<file path="config.mk">
export PLATFORM = sky130hd
export DESIGN_NAME = cmd_setup_timer
export DESIGN_NICKNAME = d
export VERILOG_FILES = /design/src/rtl/cst_pkg.sv /design/src/rtl/cst_regfile.sv /design/src/rtl/cst_len_calc.sv /design/src/rtl/cst_fsm.sv /design/src/rtl/cmd_setup_timer.sv
export SDC_FILE = /design/constraint.sdc
export NUM_CORES = 1
export LEC_CHECK = 0
export BUFFER_PORTS_ARGS = -buffer_cell sky130_fd_sc_hd__buf_4
export CAP_MARGIN = 20
export CORE_UTILIZATION = 50
export CTS_BUF_LIST = sky130_fd_sc_hd__clkbuf_8
export DETAILED_ROUTE_END_ITERATION = 10
export PLACE_DENSITY = 0.73
export SLEW_MARGIN = 10
export SYNTH_ARGS = -nofsm -noshare
export SYNTH_HDL_FRONTEND = slang
export SYNTH_SLANG_ARGS = --single-unit
</file>
<file path="constraint.sdc">
create_clock -name clk -period 1.9 [get_ports clk]
set_clock_uncertainty 0.1 [all_clocks]
set_input_delay 0.38 -clock clk [delete_from_list [all_inputs] [get_ports clk]]
set_output_delay 0.38 -clock clk [all_outputs]
set_load 0.02 [all_outputs]
</file>
<file path="src/rtl/cst_pkg.sv">
package cst_pkg;
    localparam int MULT_W    = 6;
    localparam int CODE_W    = 2;
    localparam int MAX_SHIFT = 13;
    localparam int REG_W     = CODE_W + MULT_W;
    localparam int IDX_W     = 8;
    localparam int CNT_W     = MULT_W + MAX_SHIFT;

    typedef enum logic [1:0] {
        ST_IDLE  = 2'd0,
        ST_COUNT = 2'd1,
        ST_CMD   = 2'd2
    } tmr_state_e;
endpackage

</file>
<file path="src/rtl/cst_regfile.sv">
module cst_regfile #(
    parameter int REG_W    = 8,
    parameter int IDX_W    = 8,
    parameter int NUM_SETS = 2,
    parameter logic [NUM_SETS*IDX_W-1:0] SET_IDX = {8'h3D, 8'h3A},
    parameter logic [REG_W-1:0] RST_VAL = 8'h01
) (
    input  logic                      clk,
    input  logic                      rst_n,
    input  logic                      wr_en,
    input  logic [IDX_W-1:0]          idx,
    input  logic [REG_W-1:0]          wdata,
    output logic [REG_W-1:0]          rdata,
    output logic [NUM_SETS*REG_W-1:0] regs_flat
);
    logic [REG_W-1:0] set_q [NUM_SETS];

    for (genvar g = 0; g < NUM_SETS; g++) begin : g_set
        localparam logic [IDX_W-1:0] MY_IDX = SET_IDX[g*IDX_W +: IDX_W];
        always_ff @(posedge clk or negedge rst_n) begin
            if (!rst_n) begin
                set_q[g] <= RST_VAL;
            end else if (wr_en && idx == MY_IDX) begin
                set_q[g] <= wdata;
            end
        end
        assign regs_flat[g*REG_W +: REG_W] = set_q[g];


        set_write_chk: assert property (@(posedge clk) disable iff (!rst_n)
            (wr_en && idx == MY_IDX) |=> (set_q[g] == $past(wdata)));


        foreign_idx_chk: assert property (@(posedge clk) disable iff (!rst_n)
            (idx != MY_IDX) |=> $stable(set_q[g]));
    end

    always_comb begin
        rdata = '0;
        for (int i = 0; i < NUM_SETS; i++) begin
            if (idx == SET_IDX[i*IDX_W +: IDX_W]) begin
                rdata = set_q[i];
            end
        end
    end
endmodule

</file>
<file path="src/rtl/cst_len_calc.sv">
module cst_len_calc #(
    parameter int MULT_W = 6,
    parameter int CODE_W = 2,
    parameter int CNT_W  = 19
) (
    input  logic [CODE_W+MULT_W-1:0] setup_val,
    output logic [CNT_W-1:0]         len
);
    logic [CODE_W-1:0] code;
    logic [CNT_W-1:0]  mult_ext;
    logic [CNT_W-1:0]  scaled;

    assign code     = setup_val[CODE_W+MULT_W-1 -: CODE_W];
    assign mult_ext = CNT_W'(setup_val[MULT_W-1:0]);

    // weights 1, 16, 256, 8192 as left shifts
    always_comb begin
        unique case (code)
            2'b00:   scaled = mult_ext;
            2'b01:   scaled = mult_ext << 4;
            2'b10:   scaled = mult_ext << 8;
            2'b11:   scaled = mult_ext << 13;
            default: scaled = mult_ext;
        endcase
        len = scaled + CNT_W'(1);
    end
endmodule

</file>
<file path="src/rtl/cst_fsm.sv">
module cst_fsm
    import cst_pkg::*;
#(
    parameter int CNT_W = 19
) (
    input  logic             clk,
    input  logic             rst_n,
    input  logic             cyc_start,
    input  logic             cyc_end,
    input  logic [CNT_W-1:0] load_len,
    output logic             cmd_en
);
    tmr_state_e       st_q, st_d;
    logic [CNT_W-1:0] cnt_q;

    always_comb begin
        st_d = st_q;
        unique case (st_q)
            ST_IDLE:  if (cyc_start) st_d = ST_COUNT;              // T_LAUNCH
            ST_COUNT: begin
                if (cyc_end)                   st_d = ST_IDLE;     // T_ABORT
                else if (cnt_q == CNT_W'(1))   st_d = ST_CMD;      // T_EXPIRE
            end
            ST_CMD:   if (cyc_end) st_d = ST_IDLE;                 // T_RELEASE
            default:  st_d = ST_IDLE;
        endcase
    end

    always_ff @(posedge clk or negedge rst_n) begin
        if (!rst_n) st_q <= ST_IDLE;
        else        st_q <= st_d;
    end

    always_ff @(posedge clk or negedge rst_n) begin
        if (!rst_n) begin
            cnt_q <= '0;
        end else if (st_q == ST_IDLE && cyc_start) begin
            cnt_q <= load_len;
        end else if (st_q == ST_COUNT) begin
            if (cyc_end) cnt_q <= '0;
            else         cnt_q <= cnt_q - CNT_W'(1);
        end
    end

    always_comb begin
        cmd_en = (st_q == ST_CMD);
    end


    launch_load_chk: assert property (@(posedge clk) disable iff (!rst_n)
        (st_q == ST_IDLE && cyc_start) |=> (st_q == ST_COUNT && cnt_q == $past(load_len)));


    count_step_chk: assert property (@(posedge clk) disable iff (!rst_n)
        (st_q == ST_COUNT && !cyc_end && cnt_q != CNT_W'(1)) |=>
            (st_q == ST_COUNT && cnt_q == $past(cnt_q) - CNT_W'(1)));


    enable_rise_chk: assert property (@(posedge clk) disable iff (!rst_n)
        $rose(cmd_en) |-> ($past(st_q) == ST_COUNT && $past(cnt_q) == CNT_W'(1)));


    count_nonzero_chk: assert property (@(posedge clk) disable iff (!rst_n)
        (st_q == ST_COUNT) |-> (cnt_q != '0));


    release_chk: assert property (@(posedge clk) disable iff (!rst_n)
        (cmd_en && cyc_end) |=> !cmd_en);


    hold_chk: assert property (@(posedge clk) disable iff (!rst_n)
        (cmd_en && !cyc_end) |=> cmd_en);


    abort_chk: assert property (@(posedge clk) disable iff (!rst_n)
        (st_q == ST_COUNT && cyc_end) |=> (st_q == ST_IDLE && !cmd_en));
endmodule

</file>
<file path="src/rtl/cmd_setup_timer.sv">
module cmd_setup_timer
    import cst_pkg::*;
#(
    parameter int          SETUP_MULT_W = MULT_W,
    parameter int          SETUP_CODE_W = CODE_W,
    parameter int          INDEX_W      = IDX_W,
    parameter logic [7:0]  SET0_INDEX   = 8'h3A,
    parameter logic [7:0]  SET1_INDEX   = 8'h3D
) (
    input  logic                                clk,
    input  logic                                rst_n,
    input  logic                                reg_wr_en,
    input  logic [INDEX_W-1:0]                  reg_idx,
    input  logic [SETUP_CODE_W+SETUP_MULT_W-1:0] reg_wdata,
    output logic [SETUP_CODE_W+SETUP_MULT_W-1:0] reg_rdata,
    input  logic                                set_sel,
    input  logic                                cyc_start,
    input  logic                                cyc_end,
    output logic                                cmd_en
);
    localparam int RW     = SETUP_CODE_W + SETUP_MULT_W;
    localparam int NSETS  = 2;
    localparam int LEN_W  = SETUP_MULT_W + MAX_SHIFT;
    localparam logic [NSETS*INDEX_W-1:0] IDX_LIST =
        {INDEX_W'(SET1_INDEX), INDEX_W'(SET0_INDEX)};
    localparam logic [RW-1:0] RESET_VAL = RW'(1);

    logic [NSETS*RW-1:0] regs_flat;
    logic [LEN_W-1:0]    len_of_set [NSETS];
    logic [LEN_W-1:0]    sel_len;

    cst_regfile #(
        .REG_W    (RW),
        .IDX_W    (INDEX_W),
        .NUM_SETS (NSETS),
        .SET_IDX  (IDX_LIST),
        .RST_VAL  (RESET_VAL)
    ) regs_i (
        .clk       (clk),
        .rst_n     (rst_n),
        .wr_en     (reg_wr_en),
        .idx       (reg_idx),
        .wdata     (reg_wdata),
        .rdata     (reg_rdata),
        .regs_flat (regs_flat)
    );

    for (genvar g = 0; g < NSETS; g++) begin : g_len
        cst_len_calc #(
            .MULT_W (SETUP_MULT_W),
            .CODE_W (SETUP_CODE_W),
            .CNT_W  (LEN_W)
        ) calc_i (
            .setup_val (regs_flat[g*RW +: RW]),
            .len       (len_of_set[g])
        );
    end

    // set 0 when set_sel is low, set 1 when high
    assign sel_len = set_sel ? len_of_set[1] : len_of_set[0];

    cst_fsm #(
        .CNT_W (LEN_W)
    ) fsm_i (
        .clk       (clk),
        .rst_n     (rst_n),
        .cyc_start (cyc_start),
        .cyc_end   (cyc_end),
        .load_len  (sel_len),
        .cmd_en    (cmd_en)
    );
endmodule

</file>
==> results of run 1 <==
==> Yosys cell counts (3+ instances only) <==
master    instances  area share, %
nor2b_1           5            1.3
nand2b_1          8            2.0
o21ai_0          29            5.8
and2_1            4            1.0
a32oi_1           5            1.8
o221ai_1          4            1.4
o211ai_1          3           0.90
buf_2             5            1.0
and3_1            4            1.0
a21oi_1          14            2.8
inv_1             5           0.75
a31oi_1           4            1.0
a22o_1            5            1.8
o22ai_1           4            1.0
nand3_1           9            1.8
nand2_1          18            2.7
mux2_2           17            7.7
clkbuf_1          5           0.75
a22oi_1           5            1.5
mux2i_1           3            1.2
nor3_1            9            1.8
nor2_1           11            1.7
ha_1              3            1.5
dfrtp_1          35             35
a22o_2            8            3.2
==> sequential cells by signal, summed over array words and instances, names as in the netlist <==
| name | cells |
|---|---|
| regs_i.regs_flat | 16 |
| fsm_i.cnt_q | 19 |
| fsm_i.st_q | 2 |
==> how the worst min path moves through the flow <==
stage / start / endpoint / slack (ns) / cells after the start
floorplan: rst_n / fsm_i.cnt_q[0] / -0.02 / 0
global placement: rst_n / fsm_i.cnt_q[0] / 0.27 / 1
detailed placement: rst_n / fsm_i.cnt_q[0] / 0.27 / 1
CTS: reg_wdata[6] / regs_i.regs_flat[6] / 0.22 / 2
global route: reg_wdata[6] / regs_i.regs_flat[14] / 0.22 / 2
finish: reg_wdata[6] / regs_i.regs_flat[14] / 0.23 / 2
==> what timing repair did <==
| action | in CTS | in global routing |
|---|---|---|
| gates cloned | 1 | 0 |
| setup buffers | 1 | 2 |
| resized for setup | 17 | 21 |
| pin swaps | 4 | 6 |
| endpoints found under the hold margin | 35 | 0 |
| setup endpoints to repair | 8 | 16 |
| hold buffers | 1 | 0 |
==> cells by family (layout without fill, tap and decap cells) <==
group / Yosys count / after routing
and+or+nand+nor: 90 / 90
muxes: 20 / 20
adders and majority gates: 3 / 3
buffers and inverters: 17 / 84
AOI/OAI and AO/OA: 94 / 94
xor gates and xnor gates: 4 / 4
DFF: 37 / 37
==> per-layer routing <==
| metal | global-route usage, % | vias up | wire length, um | part of all wire [%] |
|---|---|---|---|---|
| li1 | - | 1146 | - | - |
| met1 | 36.0 | 1156 | 2880 | 43 |
| met2 | 47.7 | 86 | 3300 | 49 |
| met3 | 5.11 | 19 | 364 | 5.4 |
| met4 | 10.5 | 0 | 169 | 2.5 |
| met5 | 0 | - | 0 | 0 |
==> power by group <==
part | switching, mW | total [mW] | leakage (nW) | internal (mW)
registers | 0.201 | 1.19 | 0.495 | 0.992
clock network | 0.286 | 0.535 | 0.0491 | 0.249
logic | 1.03 | 1.94 | 0.944 | 0.907
total | 1.52 | 3.67 | 1.49 | 2.15
==> worst max-delay path: cells and delay by family <==
family,cells,cell delay [ns]
AND/OR/NAND/NOR,3,0.48
buffers and inverters,3,0.41
AO/OA/AOI/OAI,1,0.12
==> cell type report <==
cell class	instances	area, um2
tap	67	83.8
fill	378	1460
clock inverter	3	13.8
inverter	5	18.8
timing repair buffer	71	577
multi-input combinational	211	1610
clock buffer	5	68.8
sequential	37	928
==> through the flow <==
stage / TNS (ns) / hold WS (ns) / instance area (um2) / std cells / worst slack (ns)
global route: -0.335 / 0.216 / 3300 / 399 / -0.0489
detailed placement: -0.442 / 0.274 / 3010 / 386 / -0.0664
floorplan: 0 / -0.0156 / 2500 / 265 / 0.0433
CTS: -0.0211 / 0.216 / 3200 / 397 / -0.00981
finish: 0 / 0.228 / 3300 / 399 / 0.0477
global placement: -0.181 / 0.268 / 3010 / 386 / -0.0242
==> reports/metrics.yaml, run 1 <==
cts-buffers-inserted: 5
grt_pass1_wl_um: 11500
rows: 25
die_w_um: 72.6
overflow: 0
antenna_left: 0
area_delta_synth_final_pct: 32.3
slew_viol_final: 0
dp_hpwl_um: 4680
ir_drop_mv: 0.534
coreArea_um2: 4750
cp-start-kind: "input port"
synth_mux_area_share_pct: 8.89
routed_wl_um: 6710
cp-startpoint: "reg_idx[7]"
path_cells: "buf_6 > nor2_4 > nand4_4 > nor4b_4 > buf_4 > a22o_4 > buf_6"
clock-sinks: 37
port-buffer-count: 30
drive_above_1_share_pct: 38.0
status: "complete, no violations"
final_common_cell: "buf_4"
synth_edf_count: 0
via_count: 2407
clk_latency_ns: 0.29
die_h_um: 72.6
slew_headroom_pct: 68.1
pin_count: 31
endpoint: "reg_rdata[1]"
arrival_ns: 1.37
final_cell_mix: "buf_4 (59), dfrtp_1 (35), o21ai_0 (23), nand2_1 (18), mux2_2 (17)"
grt_usage_pct: 28.2
antenna_found_initial: 0
finalPower_mw: 3.67
syn-num-nets: 290
period_share_pct: 97.5
synth-xor-area-share_pct: 1.41
ctsHtreeMaxLevel: 2
min_period_ns: 1.85
synth_top_family_by_area: "compound AO/OA/AOI/OAI gates"
synthFlopType: "dfrtp_1"
grt_pass1_vias: 2428
synth_area_per_cell_um2: 9.41
setup.worst_path.end_class: "primary output"
clk_pin_slew_ns: 0.07
cts_tree: "done"
max_freq_mhz: 540
p_per_area_nw_per_um2: 1110
timing.rr.start: "fsm_i.cnt_q[1]"
drc: 0
yosys_warnings: 0
reg2reg_depth: 7
hold_viol: 0
drt-wirelength-per-cell_um: 16.8
synth_compound_area_share_pct: 25.5
path_max_fanout: 4
clock_path_buffers: 2
synthSimpleGateAreaFrac_pct: 22.2
dr.first_iter.drc_count: 166
grt_setup_unrepaired: "true"
seq_area_frac_synth_pct: 37.2
hold_path.class: "in -> reg"
grt_start_max_net_pins: 38
start_util_pct: 52.4
die-area_um2: 5270
yosys_register_bits: 37
diodes: 0
drv_cap: 0
cp_common_cell: "buf_6"
netlist_instances: 265
place_congestion: 0.877
drtPass1Iterations: 4
netlist_area_um2: 2490
nets: 356
slowest_stage: "nor4b_4"
avgViaCountPerCell: 6.03
p_leak_nw: 1.49
fin_util_pct: 69.3
cts-root-buf: "clkbuf_8"
tightest_slew_ns: 0.479
slowest_delay_ns: 0.27
worst-setup-path-type: "in -> out"
cp.required_ns: 1.42
r2r_end: "fsm_i.cnt_q[6]"
synthAdderAreaFrac_pct: 1.51
ys_types: 58
reg2reg_slack_ns: 0.09
synthArstFlopShare_pct: 100
setup_viol: 0
Note: power is estimated with default switching activity, not from simulation.
==> run 2: changes to the inputs <==
--- a/config.mk
+++ b/config.mk
@@ -8,8 +8,9 @@
 export BUFFER_PORTS_ARGS = -buffer_cell sky130_fd_sc_hd__buf_4
 export CAP_MARGIN = 20
 export CORE_UTILIZATION = 50
-export CTS_BUF_LIST = sky130_fd_sc_hd__clkbuf_8
+export CTS_BUF_LIST = sky130_fd_sc_hd__clkbuf_16
 export DETAILED_ROUTE_END_ITERATION = 10
+export GPL_ROUTABILITY_DRIVEN = 0
 export PLACE_DENSITY = 0.73
 export SLEW_MARGIN = 10
 export SYNTH_ARGS = -nofsm -noshare
==> reports/metrics.yaml, run 2 (synthesis gave the netlist of run 1 again) <==
overflow: 0
port-buffer-count: 30
setup.worst_path.end_class: "primary output"
cts_tree: "done"
die-area_um2: 5270
slew_viol_final: 0
avgViaCountPerCell: 6.12
finalPower_mw: 3.94
worst-setup-path-type: "in -> out"
timing.rr.start: "fsm_i.cnt_q[12]"
routed_wl_um: 6870
final_common_cell: "buf_4"
min_to: "regs_i.regs_flat[13]"
wirelength_met1_um: 2920
cp_common_cell: "buf_6"
dp_hpwl_um: 4680
drc: 0
setup_viol: 0
top_layer_used: "met4"
pin_count: 31
reg2reg_slack_ns: 0.09
wl_met2_um: 3480
die_h_um: 72.6
drive_above_1_share_pct: 38.4
whs_ns: 0.238
clk_latency_ns: 0.28
hold_viol: 0
grt_setup_unrepaired: "true"
largest_reg_flops: 19
cts-root-buf: "clkbuf_16"
rows: 25
period_share_pct: 99.1
path_cells: "buf_6 > nor2_4 > nand4_4 > nor4b_4 > buf_4 > a22o_4 > buf_6"
nFillCells: 374
largest_register: "fsm_i.cnt_q"
r2r_end: "fsm_i.cnt_q[17]"
grt_usage_pct: 28.4
via_count: 2437
clock_path_buffers: 2
slowest_stage: "nor4b_4"
placed_area_um2: 3010
diodes: 0
arrival_ns: 1.40
min_from: "reg_wdata[5]"
p_per_area_nw_per_um2: 1170
drt-wirelength-per-cell_um: 17.3
clock-sinks: 37
coreArea_um2: 4750
multi_input_area_um2: 1620
stdcell_count: 398
dp_cells: 386
max_freq_mhz: 531
drv_cap: 0
tightest_slew_ns: 0.475
antenna_left: 0
ctsHtreeMaxLevel: 2
ir_drop_mv: 0.664
area_delta_synth_final_pct: 34.7
cp-start-kind: "input port"
dr.first_iter.drc_count: 232
met3_length_um: 363
drtPass1Iterations: 6
die_w_um: 72.6
status: "complete, no violations"
postLayoutCellArea_um2: 3360
seq_area_um2: 928
holdPathStages: 2
p_leak_nw: 1.51
cts-buffers-inserted: 5
nets: 355
final_cell_mix: "buf_4 (58), dfrtp_1 (35), o21ai_0 (27), nand2_1 (18), mux2_2 (17)"
start_util_pct: 52.4
slowest_delay_ns: 0.28
antenna_found_initial: 0
grt_start_max_net_pins: 38
grt_pass1_vias: 2481
reg2reg_depth: 5
clk_pin_slew_ns: 0.05
min_period_ns: 1.88
grt_pass1_wl_um: 11600
slew_headroom_pct: 68.3
cp.required_ns: 1.42
path_max_fanout: 4
hold_path.class: "in -> reg"
fin_util_pct: 70.6
## run 2: changes by cell type in the layout (fill, tap and decap cells not counted)
cell / before / now
buf_4: 59 / 58
clkbuf_16: 0 / 5
clkbuf_8: 5 / 0
ha_2: 1 / 0
ha_4: 0 / 1
inv_1: 5 / 4
inv_2: 1 / 2
nor2_1: 10 / 9
nor2_2: 0 / 1
o21ai_0: 23 / 27
o21ai_1: 7 / 3
## run 2: worst max-delay path by stage
stage / start / end / depth (start not counted)
after CTS: reg_idx[6] / reg_rdata[2] / 7
after detailed placement: reg_idx[7] / reg_rdata[4] / 7
after global routing: reg_idx[7] / reg_rdata[1] / 7
after global placement: reg_idx[7] / reg_rdata[2] / 7
after floorplan: reg_idx[7] / reg_rdata[0] / 4
final: reg_idx[7] / reg_rdata[1] / 7
## run 2: layout make-up
type,count,area share (%)
clock inverter,3,0.410
multi-input combinational,211,48.2
timing repair buffer,70,17.0
inverter,5,0.559
clock buffer,5,3.73
sequential,37,27.6
tap,67,2.50
## run 2: repair_timing
action,CTS,global route
hold endpoints to repair,35,0
resized for setup,17,20
hold buffers,1,0
buffers inserted,1,1
pin swaps,4,7
cloned,1,0
setup endpoints to repair,8,16
## run 2: per-stage QoR
step,worst slack [ns],setup TNS (ns)
5_1_grt,-0.0548,-0.258
4_1_cts,-0.00981,-0.0212
2_1_floorplan,0.0433,0
6_report,0.0165,0
3_3_place_gp,-0.0242,-0.181
3_5_place_dp,-0.0664,-0.442
## run 2: metal layers
layer | GRT usage (%) | vias to the layer above
met1 | 35.1 | 1191
met2 | 48.9 | 90
met5 | 0 | -
met3 | 6.22 | 11
li1 | - | 1145
met4 | 10.2 | 0
## run 2: power by group
part	switching [mW]	internal, mW	leakage (nW)
logic	1.05	0.913	0.940
clock network	0.314	0.476	0.0748
registers	0.201	0.994	0.495
total	1.56	2.38	1.51
## run 2: critical path, delay by kind of cell
kind	cells	cell delay, ns
buf+inv	3	0.42
simple gates	3	0.49
compound gates	1	0.12
